[config.mk]
export PLATFORM = sky130hd
export DESIGN_NAME = dram_rfsh_mgr
export DESIGN_NICKNAME = d
export VERILOG_FILES = /design/src/rtl/dram_rfsh_pkg.sv /design/src/rtl/rfsh_interval.sv /design/src/rtl/rfsh_cbr_seq.sv /design/src/rtl/dram_rfsh_mgr.sv
export SDC_FILE = /design/constraint.sdc
export NUM_CORES = 1
export LEC_CHECK = 0
export ABC_AREA = 1
export BUFFER_PORTS_ARGS = -buffer_cell sky130_fd_sc_hd__buf_2
export CAP_MARGIN = 20
export CORE_ASPECT_RATIO = 1.25
export CORE_MARGIN = 2
export CORE_UTILIZATION = 55
export CTS_CLUSTER_DIAMETER = 50
export DETAILED_ROUTE_END_ITERATION = 6
export GPL_ROUTABILITY_DRIVEN = 0
export GPL_TIMING_DRIVEN = 0
export PLACE_DENSITY_LB_ADDON = 0.12
export REMOVE_ABC_BUFFERS = 1
export SYNTH_ARGS = -nofsm -noshare
export SYNTH_HDL_FRONTEND = slang
export SYNTH_HIERARCHICAL = 1
export SYNTH_SLANG_ARGS = --single-unit
[constraint.sdc]
create_clock -name clk -period 3.05 [get_ports clk]
set_input_delay 0.61 -clock clk [delete_from_list [all_inputs] [get_ports clk]]
set_output_delay 0.61 -clock clk [all_outputs]
set_load 0.05 [all_outputs]
[src/rtl/dram_rfsh_pkg.sv]
`timescale 1ns/1ps
package dram_rfsh_pkg;

    typedef enum logic [3:0] {
        ST_PWR_WAIT,
        ST_INIT_CBR,
        ST_IDLE,
        ST_REQ,
        ST_CBR,
        ST_SR_BURST_IN,
        ST_SELF,
        ST_SR_EXIT,
        ST_SR_BURST_OUT
    } mgr_state_e;

    typedef enum logic [1:0] {
        SQ_IDLE,
        SQ_CAS,
        SQ_RAS,
        SQ_PRE
    } seq_state_e;

endpackage

[src/rtl/rfsh_interval.sv]
`timescale 1ns/1ps
module rfsh_interval #(
    parameter int INTERVAL_CYC = 3200,
    parameter int MAX_PEND     = 8
) (
    input  logic                             clk,
    input  logic                             rst_n,
    input  logic                             clr,
    input  logic                             pop,
    output logic                             due,
    output logic [$clog2(MAX_PEND+1)-1:0]    pend
);
    localparam int CW = $clog2(INTERVAL_CYC);
    localparam int PW = $clog2(MAX_PEND + 1);
    localparam logic [CW-1:0] TICK_AT = CW'(INTERVAL_CYC - 1);
    localparam logic [PW-1:0] PEND_TOP = PW'(MAX_PEND);

    logic [CW-1:0] cnt_q;
    logic [PW-1:0] pend_q;
    logic          tick, inc, dec;

    assign tick = (cnt_q == TICK_AT);
    assign dec  = pop && (pend_q != '0);
    assign inc  = tick && ((pend_q != PEND_TOP) || dec);

    always_ff @(posedge clk or negedge rst_n) begin
        if (!rst_n) begin
            cnt_q  <= '0;
            pend_q <= '0;
        end else if (clr) begin
            cnt_q  <= '0;
            pend_q <= '0;
        end else begin
            cnt_q <= tick ? '0 : cnt_q + 1'b1;
            if (inc && !dec)
                pend_q <= pend_q + 1'b1;
            else if (dec && !inc)
                pend_q <= pend_q - 1'b1;
        end
    end

    assign due  = (pend_q != '0);
    assign pend = pend_q;


    pend_ceiling_chk: assert property (@(posedge clk) disable iff (!rst_n)
        pend_q <= PEND_TOP);

endmodule

[src/rtl/rfsh_cbr_seq.sv]
`timescale 1ns/1ps
module rfsh_cbr_seq
    import dram_rfsh_pkg::*;
#(
    parameter int RAS_CYC = 14,
    parameter int PRE_CYC = 10
) (
    input  logic clk,
    input  logic rst_n,
    input  logic start,
    input  logic hold,
    output logic ras_n,
    output logic cas_n,
    output logic busy,
    output logic done
);
    localparam int MAXC = (RAS_CYC > PRE_CYC) ? RAS_CYC : PRE_CYC;
    localparam int CW   = $clog2(MAXC + 1);
    localparam logic [CW-1:0] RAS_LAST = CW'(RAS_CYC - 1);
    localparam logic [CW-1:0] PRE_LAST = CW'(PRE_CYC - 1);

    seq_state_e    st_q;
    logic [CW-1:0] cnt_q;
    logic          ras_q, cas_q, done_q;

    always_ff @(posedge clk or negedge rst_n) begin
        if (!rst_n) begin
            st_q   <= SQ_IDLE;
            cnt_q  <= '0;
            ras_q  <= 1'b1;
            cas_q  <= 1'b1;
            done_q <= 1'b0;
        end else begin
            done_q <= 1'b0;
            unique case (st_q)
                SQ_IDLE: begin
                    if (start) begin
                        st_q  <= SQ_CAS;
                        cas_q <= 1'b0;
                    end
                end
                SQ_CAS: begin
                    st_q  <= SQ_RAS;
                    ras_q <= 1'b0;
                    cnt_q <= '0;
                end
                SQ_RAS: begin
                    if (cnt_q == RAS_LAST) begin
                        if (!hold) begin
                            st_q  <= SQ_PRE;
                            ras_q <= 1'b1;
                            cas_q <= 1'b1;
                            cnt_q <= '0;
                        end
                    end else begin
                        cnt_q <= cnt_q + 1'b1;
                    end
                end
                SQ_PRE: begin
                    if (cnt_q == PRE_LAST) begin
                        st_q   <= SQ_IDLE;
                        done_q <= 1'b1;
                    end else begin
                        cnt_q <= cnt_q + 1'b1;
                    end
                end
                default: st_q <= SQ_IDLE;
            endcase
        end
    end

    assign ras_n = ras_q;
    assign cas_n = cas_q;
    assign busy  = (st_q != SQ_IDLE);
    assign done  = done_q;


    cas_first_chk: assert property (@(posedge clk) disable iff (!rst_n)
        $fell(cas_q) |-> ras_q);

    ras_under_cas_chk: assert property (@(posedge clk) disable iff (!rst_n)
        $fell(ras_q) |-> !cas_q);

    precharge_hold_chk: assert property (@(posedge clk) disable iff (!rst_n)
        $rose(ras_q) |=> (ras_q && cas_q));

endmodule

[src/rtl/dram_rfsh_mgr.sv]
`timescale 1ns/1ps
module dram_rfsh_mgr
    import dram_rfsh_pkg::*;
#(
    parameter int PWRUP_CYC    = 40000,
    parameter int INIT_CBRS    = 8,
    parameter int INTERVAL_CYC = 3200,
    parameter int MAX_PEND     = 8,
    parameter int RAS_CYC      = 14,
    parameter int PRE_CYC      = 10,
    parameter int SR_MIN_CYC   = 20001,
    parameter int SR_REC_CYC   = 25,
    parameter int BURST_ROWS   = 2048
) (
    input  logic clk,
    input  logic rst_n,
    input  logic sleep_req,
    input  logic grant,
    output logic ref_req,
    output logic init_done,
    output logic sleeping,
    output logic ras_n,
    output logic cas_n
);
    localparam int WAIT_A   = (PWRUP_CYC > SR_MIN_CYC) ? PWRUP_CYC : SR_MIN_CYC;
    localparam int WAIT_MAX = (WAIT_A > SR_REC_CYC) ? WAIT_A : SR_REC_CYC;
    localparam int WAIT_W   = $clog2(WAIT_MAX + 1);
    localparam int OPS_MAX  = (INIT_CBRS > BURST_ROWS) ? INIT_CBRS : BURST_ROWS;
    localparam int OPS_W    = $clog2(OPS_MAX + 1);
    localparam int PEND_W   = $clog2(MAX_PEND + 1);
    localparam logic [WAIT_W-1:0] PWR_LAST = WAIT_W'(PWRUP_CYC - 1);
    localparam logic [WAIT_W-1:0] SR_MIN_W = WAIT_W'(SR_MIN_CYC);
    localparam logic [WAIT_W-1:0] REC_LAST = WAIT_W'(SR_REC_CYC - 1);

    mgr_state_e        state_q, state_d;
    mgr_state_e        sleep_in_st, sleep_out_st;
    logic [WAIT_W-1:0] wait_q;
    logic [OPS_W-1:0]  ops_q;
    logic              init_q;
    logic              seq_start, seq_hold, seq_busy, seq_done;
    logic              tmr_clr, tmr_pop, due;
    logic [PEND_W-1:0] pend;

    // Burst length of zero removes both burst states from the sleep path.
    generate
        if (BURST_ROWS > 0) begin : g_burst
            assign sleep_in_st  = ST_SR_BURST_IN;
            assign sleep_out_st = ST_SR_BURST_OUT;
        end else begin : g_no_burst
            assign sleep_in_st  = ST_SELF;
            assign sleep_out_st = ST_IDLE;
        end
    endgenerate

    rfsh_interval #(
        .INTERVAL_CYC (INTERVAL_CYC),
        .MAX_PEND     (MAX_PEND)
    ) u_interval (
        .clk   (clk),
        .rst_n (rst_n),
        .clr   (tmr_clr),
        .pop   (tmr_pop),
        .due   (due),
        .pend  (pend)
    );

    rfsh_cbr_seq #(
        .RAS_CYC (RAS_CYC),
        .PRE_CYC (PRE_CYC)
    ) u_seq (
        .clk   (clk),
        .rst_n (rst_n),
        .start (seq_start),
        .hold  (seq_hold),
        .ras_n (ras_n),
        .cas_n (cas_n),
        .busy  (seq_busy),
        .done  (seq_done)
    );

    // Next state
    always_comb begin
        state_d = state_q;
        unique case (state_q)
            ST_PWR_WAIT:
                if (wait_q == PWR_LAST) state_d = ST_INIT_CBR;
            ST_INIT_CBR:
                if (ops_q == '0 && seq_done) state_d = ST_IDLE;
            ST_IDLE:
                if (sleep_req)  state_d = sleep_in_st;
                else if (due)   state_d = ST_REQ;
            ST_REQ:
                if (seq_start)  state_d = ST_CBR;
            ST_CBR:
                if (seq_done)
                    state_d = (pend > PEND_W'(1)) ? ST_REQ : ST_IDLE;
            ST_SR_BURST_IN:
                if (ops_q == '0 && seq_done) state_d = ST_SELF;
            ST_SELF:
                if (!sleep_req && wait_q == SR_MIN_W) state_d = ST_SR_EXIT;
            ST_SR_EXIT:
                if (!seq_busy && wait_q == REC_LAST) state_d = sleep_out_st;
            ST_SR_BURST_OUT:
                if (ops_q == '0 && seq_done) state_d = ST_IDLE;
            default: state_d = ST_PWR_WAIT;
        endcase
    end

    // State register
    always_ff @(posedge clk or negedge rst_n) begin
        if (!rst_n) state_q <= ST_PWR_WAIT;
        else        state_q <= state_d;
    end

    // Per-state counters and the sticky priming flag
    always_ff @(posedge clk or negedge rst_n) begin
        if (!rst_n) begin
            wait_q <= '0;
            ops_q  <= '0;
            init_q <= 1'b0;
        end else begin
            if (state_q == ST_INIT_CBR && state_d == ST_IDLE)
                init_q <= 1'b1;

            if (state_d != state_q) begin
                unique case (state_d)
                    ST_INIT_CBR:                     ops_q <= OPS_W'(INIT_CBRS);
                    ST_SR_BURST_IN, ST_SR_BURST_OUT: ops_q <= OPS_W'(BURST_ROWS);
                    default:                         ops_q <= '0;
                endcase
            end else if (seq_start && ops_q != '0) begin
                ops_q <= ops_q - 1'b1;
            end

            if (state_d != state_q) begin
                wait_q <= '0;
            end else begin
                unique case (state_q)
                    ST_PWR_WAIT: wait_q <= wait_q + 1'b1;
                    ST_SELF:
                        if (!ras_n && wait_q != SR_MIN_W) wait_q <= wait_q + 1'b1;
                    ST_SR_EXIT:
                        if (!seq_busy && wait_q != REC_LAST) wait_q <= wait_q + 1'b1;
                    default: wait_q <= wait_q;
                endcase
            end
        end
    end

    // Outputs
    always_comb begin
        seq_start = 1'b0;
        seq_hold  = (state_q == ST_SELF);
        unique case (state_q)
            ST_INIT_CBR, ST_SR_BURST_IN, ST_SR_BURST_OUT:
                seq_start = (ops_q != '0) && grant && !seq_busy;
            ST_REQ, ST_SELF:
                seq_start = grant && !seq_busy;
            default: seq_start = 1'b0;
        endcase
        ref_req   = (state_q != ST_PWR_WAIT) && (state_q != ST_IDLE);
        sleeping  = (state_q == ST_SELF) && !ras_n;
        init_done = init_q;
        tmr_pop   = (state_q == ST_CBR) && seq_done;
        tmr_clr   = (state_q == ST_INIT_CBR && state_d == ST_IDLE) ||
                    (state_q == ST_SELF && state_d == ST_SR_EXIT);
    end


    pwrup_quiet_chk: assert property (@(posedge clk) disable iff (!rst_n)
        (state_q == ST_PWR_WAIT) |-> (ras_n && cas_n));

    init_sticky_chk: assert property (@(posedge clk) disable iff (!rst_n)
        init_done |=> init_done);

    grant_gate_chk: assert property (@(posedge clk) disable iff (!rst_n)
        $fell(cas_n) |-> $past(grant));

    sleep_strobes_chk: assert property (@(posedge clk) disable iff (!rst_n)
        sleeping |-> !cas_n);

endmodule

==> results of run 1 <==
## power groups by stage
stage	combinational [mW]	clock, mW	sequential, mW
after floorplan	0.442	0	0.940
after global placement	0.531	0	0.957
after detailed placement	0.554	0	0.960
after CTS	0.556	0.653	0.948
after global routing	0.639	0.680	0.965
final	0.550	0.626	0.950
## cells by family after synthesis
logic type               count (synthesis)
buffers and inverters                   75
adder cells (fa/ha/maj)                 16
AND/OR/NAND/NOR                        317
XOR/XNOR                                25
AO/OA/AOI/OAI                           27
flip-flops                              58
## worst min-delay path by stage
stage | from | endpoint | cells past startpoint
floorplan | rst_n | init_done | 0
global placement | init_done | init_done | 2
detailed placement | init_done | init_done | 2
CTS | rst_n | u_interval/pend[0] | 1
global route | rst_n | u_interval/pend[0] | 1
finish | rst_n | u_interval/pend[0] | 1
## registers in the layout (all words and copies together) (netlist names)
register	count
wait_q	16
ops_q	12
u_interval/cnt_q	12
state_q	4
u_interval/pend	4
u_seq/cnt_q	4
u_seq/st_q	2
init_done	1
u_seq/cas_n	1
u_seq/done	1
u_seq/ras_n	1
## metal layers
metal  global-route usage (%)  vias to the layer above  part of all wire [%]
met5                        0                        -                     0
met4                     9.52                        0                   2.3
met1                     26.3                     1501                    44
met3                     3.66                       14                   2.7
met2                     37.2                       44                    51
li1                         -                     1665                     -
## stage by stage
stage	total power [mW]	utilization, %	setup WS, ns
6_report	2.13	61.1	0.435
5_1_grt	2.28	61.1	0.0960
4_1_cts	2.16	61.1	0.400
3_5_place_dp	1.51	58.6	0.415
3_3_place_gp	1.49	58.3	0.438
2_1_floorplan	1.38	-	0.815
## worst reg2reg max path: cells and delay by family (launching register included)
kind | cells | cell delay [ns]
fa+ha+maj | 1 | 0.15
buf+inv | 4 | 0.43
flops | 1 | 0.42
simple gates | 10 | 1.50
## cells in the final DEF, fill, tap and decap left out, types with 11 or more instances in the layout
master | netlist | routed
clkbuf_8 | 0 | 11
dfrtp_1 | 56 | 56
ha_1 | 15 | 15
inv_1 | 67 | 67
nand2_1 | 120 | 120
nand3_1 | 41 | 41
nor2_1 | 68 | 68
nor2_2 | 12 | 12
nor2_4 | 21 | 21
nor3_1 | 16 | 16
xor2_1 | 22 | 22
## area by class of cell
type                       count  area share (%)
inverter                      72            6.34
clock buffer                  12            3.64
sequential                    58            34.1
timing repair buffer           9            1.41
tap                           90            2.64
clock inverter                 3           0.352
multi-input combinational    385            51.5
==> impl_results.md, run 1 <==
* Vias at 3,224
* PortBufs at 8
* Mapped Cells at 518
* Int Power at 1.40 mW
* Register area share after synthesis at 36.7%
* Largest family of logic cells by synthesized area: simple AND/OR/NAND/NOR gates
* Dpl cells at 614
* Layout area overhead at 7.52%
* Worst Setup Path Type: reg2reg
* Synth top area share at 35.4%
* Netlist Area Pre-Place at 0.00396 mm²
* Worst Clk Skew at 0.0112 ns
* Net Sw Frac at 34.3%
* Number of global-route vias before repair at 3,226
* Reg area at 0.00145 mm²
* RSZ-0062 raised after global routing: false
* Clk network pwr share at 29.5%
* Area of the multi-input gates at 0.00219 mm²
* Die X at 79.9 µm
* Critical Path Max Stage Delay at 0.52 ns
* WL per Instance at 12.2 µm
* Yosys cell types at 39
* Post-DRT Antenna Nets at 0
* Filler instances at 647
* Post-synthesis mux area share at 0%
* Worst-Margin Slew at 0.655 ns
* Final TNS setup at 0 ns
* Stages on worst setup path at 15
* Clock sinks at 58
* Peak supply drop at 0.427 mV
* Comb pwr share at 25.9%
* R2R depth at 15
* Hpwl dp at 5710 µm
* Fin nets at 555
* Pre-Repair DR Iteration Count at 5
* EDFF count, synth at 0
* Final WL at 7690 µm
* P_leak at 2.08 nW
* Row count at 34
* Tot GR Track Use at 21.6%
* Final Hold Fails at 0
* CTS tree: yes
* Slew Limit Fails at 0
* # DRC at 0
* WP data arrival at 2.85 ns
* Die H at 98.9 µm
* Min Hold Slack at 0.272 ns
* DRT iter0 DRCs at 192
* CP endpoint: ops_q[3]
* Critical Path Source Type: flip-flop
* Xor/xnor share of the synthesized area at 5.53%
* H-tree levels at 3
* Synth warn at 6
* Maxcap violations at 0
* Largest cells by area after synthesis: dfrtp_1, nand2_1, nor2_1, inv_1, nor2_4
* Post-route cell area at 0.00426 mm²
* Cell taking the most area after synthesis: dfrtp_1
* Status: complete, no violations
* Final worst path period need at 2.61 ns
* Post-cts resize count at 0
* Number of synthesized register bits at 58
* R2R setup slack at 0.44 ns
* CTS buffer count at 9
* Reg-to-Reg End: ops_q[3]
* Achievable Freq at 0.382 GHz
* Full die area at 0.00790 mm²
* Buffers & Inverters on Critical Path at 4
* Post-CTS Setup Repair Bufs at 0
* Critical path required time at 3.28 ns
* Placed Area at 0.00409 mm²
* Syn Area/Cell at 7.65 µm²
* Post-Synth Simple-Gate Area at 40.6%
* Max-slew headroom at 56.3%
* Antenna violations before repair at 0
* Remaining Overflow, GRT at 0
* Worst-Skew Late Latency at 0.34 ns
* Most common cell in the netlist: nand2_1
* Share of power burned in registers at 44.7%
* Global-route wire length before repair at 13,700 µm
* Dominant synthesized flop cell: dfrtp_1
* # diodes at 0
* CORE AREA at 0.00698 mm²
* Vias/cell at 5.13
* P per Cell Area at 499 mW/mm²
* Cell Chain, Critical Path: inv_1, ha_1, inv_1, inv_1, nand2_1, nand3b_1, nand3_1, nor2_1, nand4_2, nand2_1, nand2_1, nand2_4, inv_1, nand3_1, nand2_1
* Critical path startpoint: u_seq/st_q[0]
* Slowest CP cell: nand2_4
* Period Utilization, post-route at 85.7%
* Critical path peak fanout at 28
* Post-Synth Adder-Cell Area at 5.24%
* Largest net degree at the start of global routing at 36
* Share of cells above drive strength 1 at 16.1%
* Clock Tree Root: clkbuf_8
* Synth Area in Compound Gates at 3.95%
* Final setup violation count at 0
* Clock transition at path regs at 0.07 ns
* Ys async rst share at 100%
* Clk buf depth at 2
* Sw power at 0.730 mW
* Worst Setup End Kind: flip-flop
* # IOs at 9
* Post-synth top cells: nand2_1, nor2_1, inv_1
* Fin cells at 629
* Hold_buf cts at 0
* Hold Crit Class: in2async
* Reg-to-reg startpoint: u_seq/st_q[0]
* Initial Utilization at 56.8%
* Kind of cell adding the most delay to the critical path: simple AND/OR/NAND/NOR gates
No activity file was read; power rests on OpenSTA's default activity.
==> run 2, diff against run 1 <==
clock period = 2.76 ns   (was 3.05 ns; I/O delays follow)
==> run 2 against run 1 <==
Clock-buffer cell count is the same. Critical path depth is 2 lower. Total power up 11%. First-iteration DRC count up 3.6%. Sequential share of layout area down 0.090 points. Maximum frequency grew 6.6%. Largest power group unchanged.
==> impl_results.md, run 2 (same netlist as run 1, synthesis figures left out) <==
* Finished Core Util at 61.2% (was 61.1%)
* Clk buf depth at 2 (unchanged)
* Die X at 79.9 µm (unchanged)
* DRT iter0 DRCs at 199 (was 192)
* CTS tree: yes (unchanged)
* Final worst path period need at 2.45 ns (was 2.61 ns)
* Number of global-route vias before repair at 3,226 (unchanged)
* Maxcap violations at 0 (unchanged)
* Top reg by flops: wait_q (unchanged)
* R2R depth at 13 (was 15)
* Fin nets at 555 (unchanged)
* Commonest non-fill, non-tap cell in the layout: nand2_1 (unchanged)
* Reg-to-Reg End: u_interval/pend[3] (was ops_q[3])
* Worst-Skew Late Latency at 0.34 ns (about the same)
* Worst-Margin Slew at 0.592 ns (was 0.655 ns)
* Row count at 34 (unchanged)
* # DRC at 0 (unchanged)
* WP data arrival at 2.68 ns (was 2.85 ns)
* Critical path peak fanout at 6 (was 28)
* Hpwl dp at 5710 µm (unchanged)
* Peak supply drop at 0.471 mV (was 0.427 mV)
* Final TNS setup at 0 ns (unchanged)
* Full die area at 0.00790 mm² (unchanged)
* Critical path required time at 2.99 ns (was 3.28 ns)
* Global-route wire length before repair at 13,700 µm (unchanged)
* WL per Instance at 12.3 µm (was 12.2 µm)
* Achievable Freq at 0.408 GHz (was 0.382 GHz)
* CORE AREA at 0.00698 mm² (unchanged)
* Initial Utilization at 56.8% (unchanged)
* Clock transition at path regs at 0.07 ns (about the same)
* Min Hold Slack at 0.214 ns (was 0.272 ns)
* Largest registers: wait_q: 16 flops, ops_q: 12 flops, u_interval/cnt_q: 12 flops (unchanged)
* Pre-Repair DR Iteration Count at 4 (was 5)
* # diodes at 0 (unchanged)
* Remaining Overflow, GRT at 0 (unchanged)
* R2R setup slack at 0.31 ns (was 0.44 ns)
* Period Utilization, post-route at 88.9% (was 85.7%)
* Worst Clk Skew at 0.0110 ns (was 0.0112 ns)
* Most frequent cells in the layout: nand2_1, inv_1, nor2_1 (was nand2_1, nor2_1, inv_1)
* Fin cells at 629 (unchanged)
* Clock Tree Root: clkbuf_8 (unchanged)
* Final Hold Fails at 0 (unchanged)
* Post-DRT Antenna Nets at 0 (unchanged)
* CTS buffer count at 9 (unchanged)
* Worst Setup End Kind: flip-flop (unchanged)
* P_leak at 2.08 nW (about the same)
* Largest net degree at the start of global routing at 36 (unchanged)
* Antenna violations before repair at 0 (unchanged)
* # IOs at 9 (unchanged)
* Worst Setup Path Type: reg2reg (unchanged)
* Max FFs per register at 16 (unchanged)
* Die H at 98.9 µm (unchanged)
* Final setup violation count at 0 (unchanged)
* Layout area overhead at 7.80% (was 7.52%)
* Tot GR Track Use at 21.6% (unchanged)
* Max-slew headroom at 60.5% (was 56.3%)
* Dpl cells at 614 (unchanged)
* PortBufs at 8 (unchanged)
* Vias at 3,241 (was 3,224)
* P per Cell Area at 551 mW/mm² (was 499 mW/mm²)
* Final WL at 7740 µm (was 7690 µm)
* Share of cells above drive strength 1 at 16.3% (was 16.1%)
* H-tree levels at 3 (unchanged)
* Hold Crit Class: in2async (unchanged)
* Clock sinks at 58 (unchanged)
* Slew Limit Fails at 0 (unchanged)
* Vias/cell at 5.15 (was 5.13)
* Reg-to-reg startpoint: state_q[1] (was u_seq/st_q[0])
* Status: complete, no violations (unchanged)
* Critical Path Source Type: flip-flop (unchanged)
run 2: metrics by stage:
stage          cell area, µm²  worst slack (ns)  power [mW]
3_3_place_gp             4070             0.191        1.64
2_1_floorplan            3920             0.526        1.53
3_5_place_dp             4090             0.125        1.67
4_1_cts                  4260             0.110        2.38
6_report                 4270             0.307        2.35
5_1_grt                  4270           -0.0133        2.52
run 2: worst max-delay path by stage:
stage / startpoint / to / slack [ns] / depth (start not counted)
floorplan: u_interval/pend[1] / ops_q[3] / 0.53 / 13
global placement: u_seq/st_q[0] / ops_q[3] / 0.19 / 15
detailed placement: u_seq/st_q[0] / ops_q[3] / 0.13 / 15
CTS: u_seq/st_q[0] / ops_q[3] / 0.11 / 15
global route: u_seq/st_q[0] / ops_q[3] / -0.01 / 15
finish: state_q[1] / u_interval/pend[3] / 0.31 / 13
run 2: layer usage:
layer | GRT usage, % | vias up | part of all wire, %
li1 | - | 1666 | -
met1 | 26.3 | 1521 | 45
met2 | 37.2 | 41 | 51
met3 | 3.66 | 13 | 2.4
met4 | 9.52 | 0 | 2.2
met5 | 0 | - | 0
run 2: critical path: stages (launching register included):
cell,delay (ns)
dfrtp_1,0.45
nor2_2,0.20
nand2_1,0.09
nor2_1,0.20
nor3_1,0.09
nor2_1,0.12
ha_1,0.24
inv_1,0.10
ha_1,0.31
or2_2,0.29
nand2_1,0.07
nand3_1,0.06
nand3_1,0.07
nand2_1,0.05
run 2: cell type report:
cell class                      count  area, µm²
Sequential cell                    58       1450
Clock buffer                       12        155
Timing Repair Buffer                9       60.1
Fill cell                         646       2710
Multi-Input combinational cell    385       2200
Inverter                           72        270
Clock inverter                      3       15.0
Tap cell                           90        113
run 2: where the power goes:
part	total, mW	internal (mW)	switching (mW)
clock	0.694	0.365	0.329
combinational	0.609	0.228	0.381
sequential	1.05	0.949	0.100
run 2: timing repair:
action                                  in CTS  in global routing
endpoints found under the setup margin       0                  5
gates resized for setup                      0                  2
setup buffers                                0                  0
hold buffers                                 0                  0
hold endpoints to repair                     0                  0
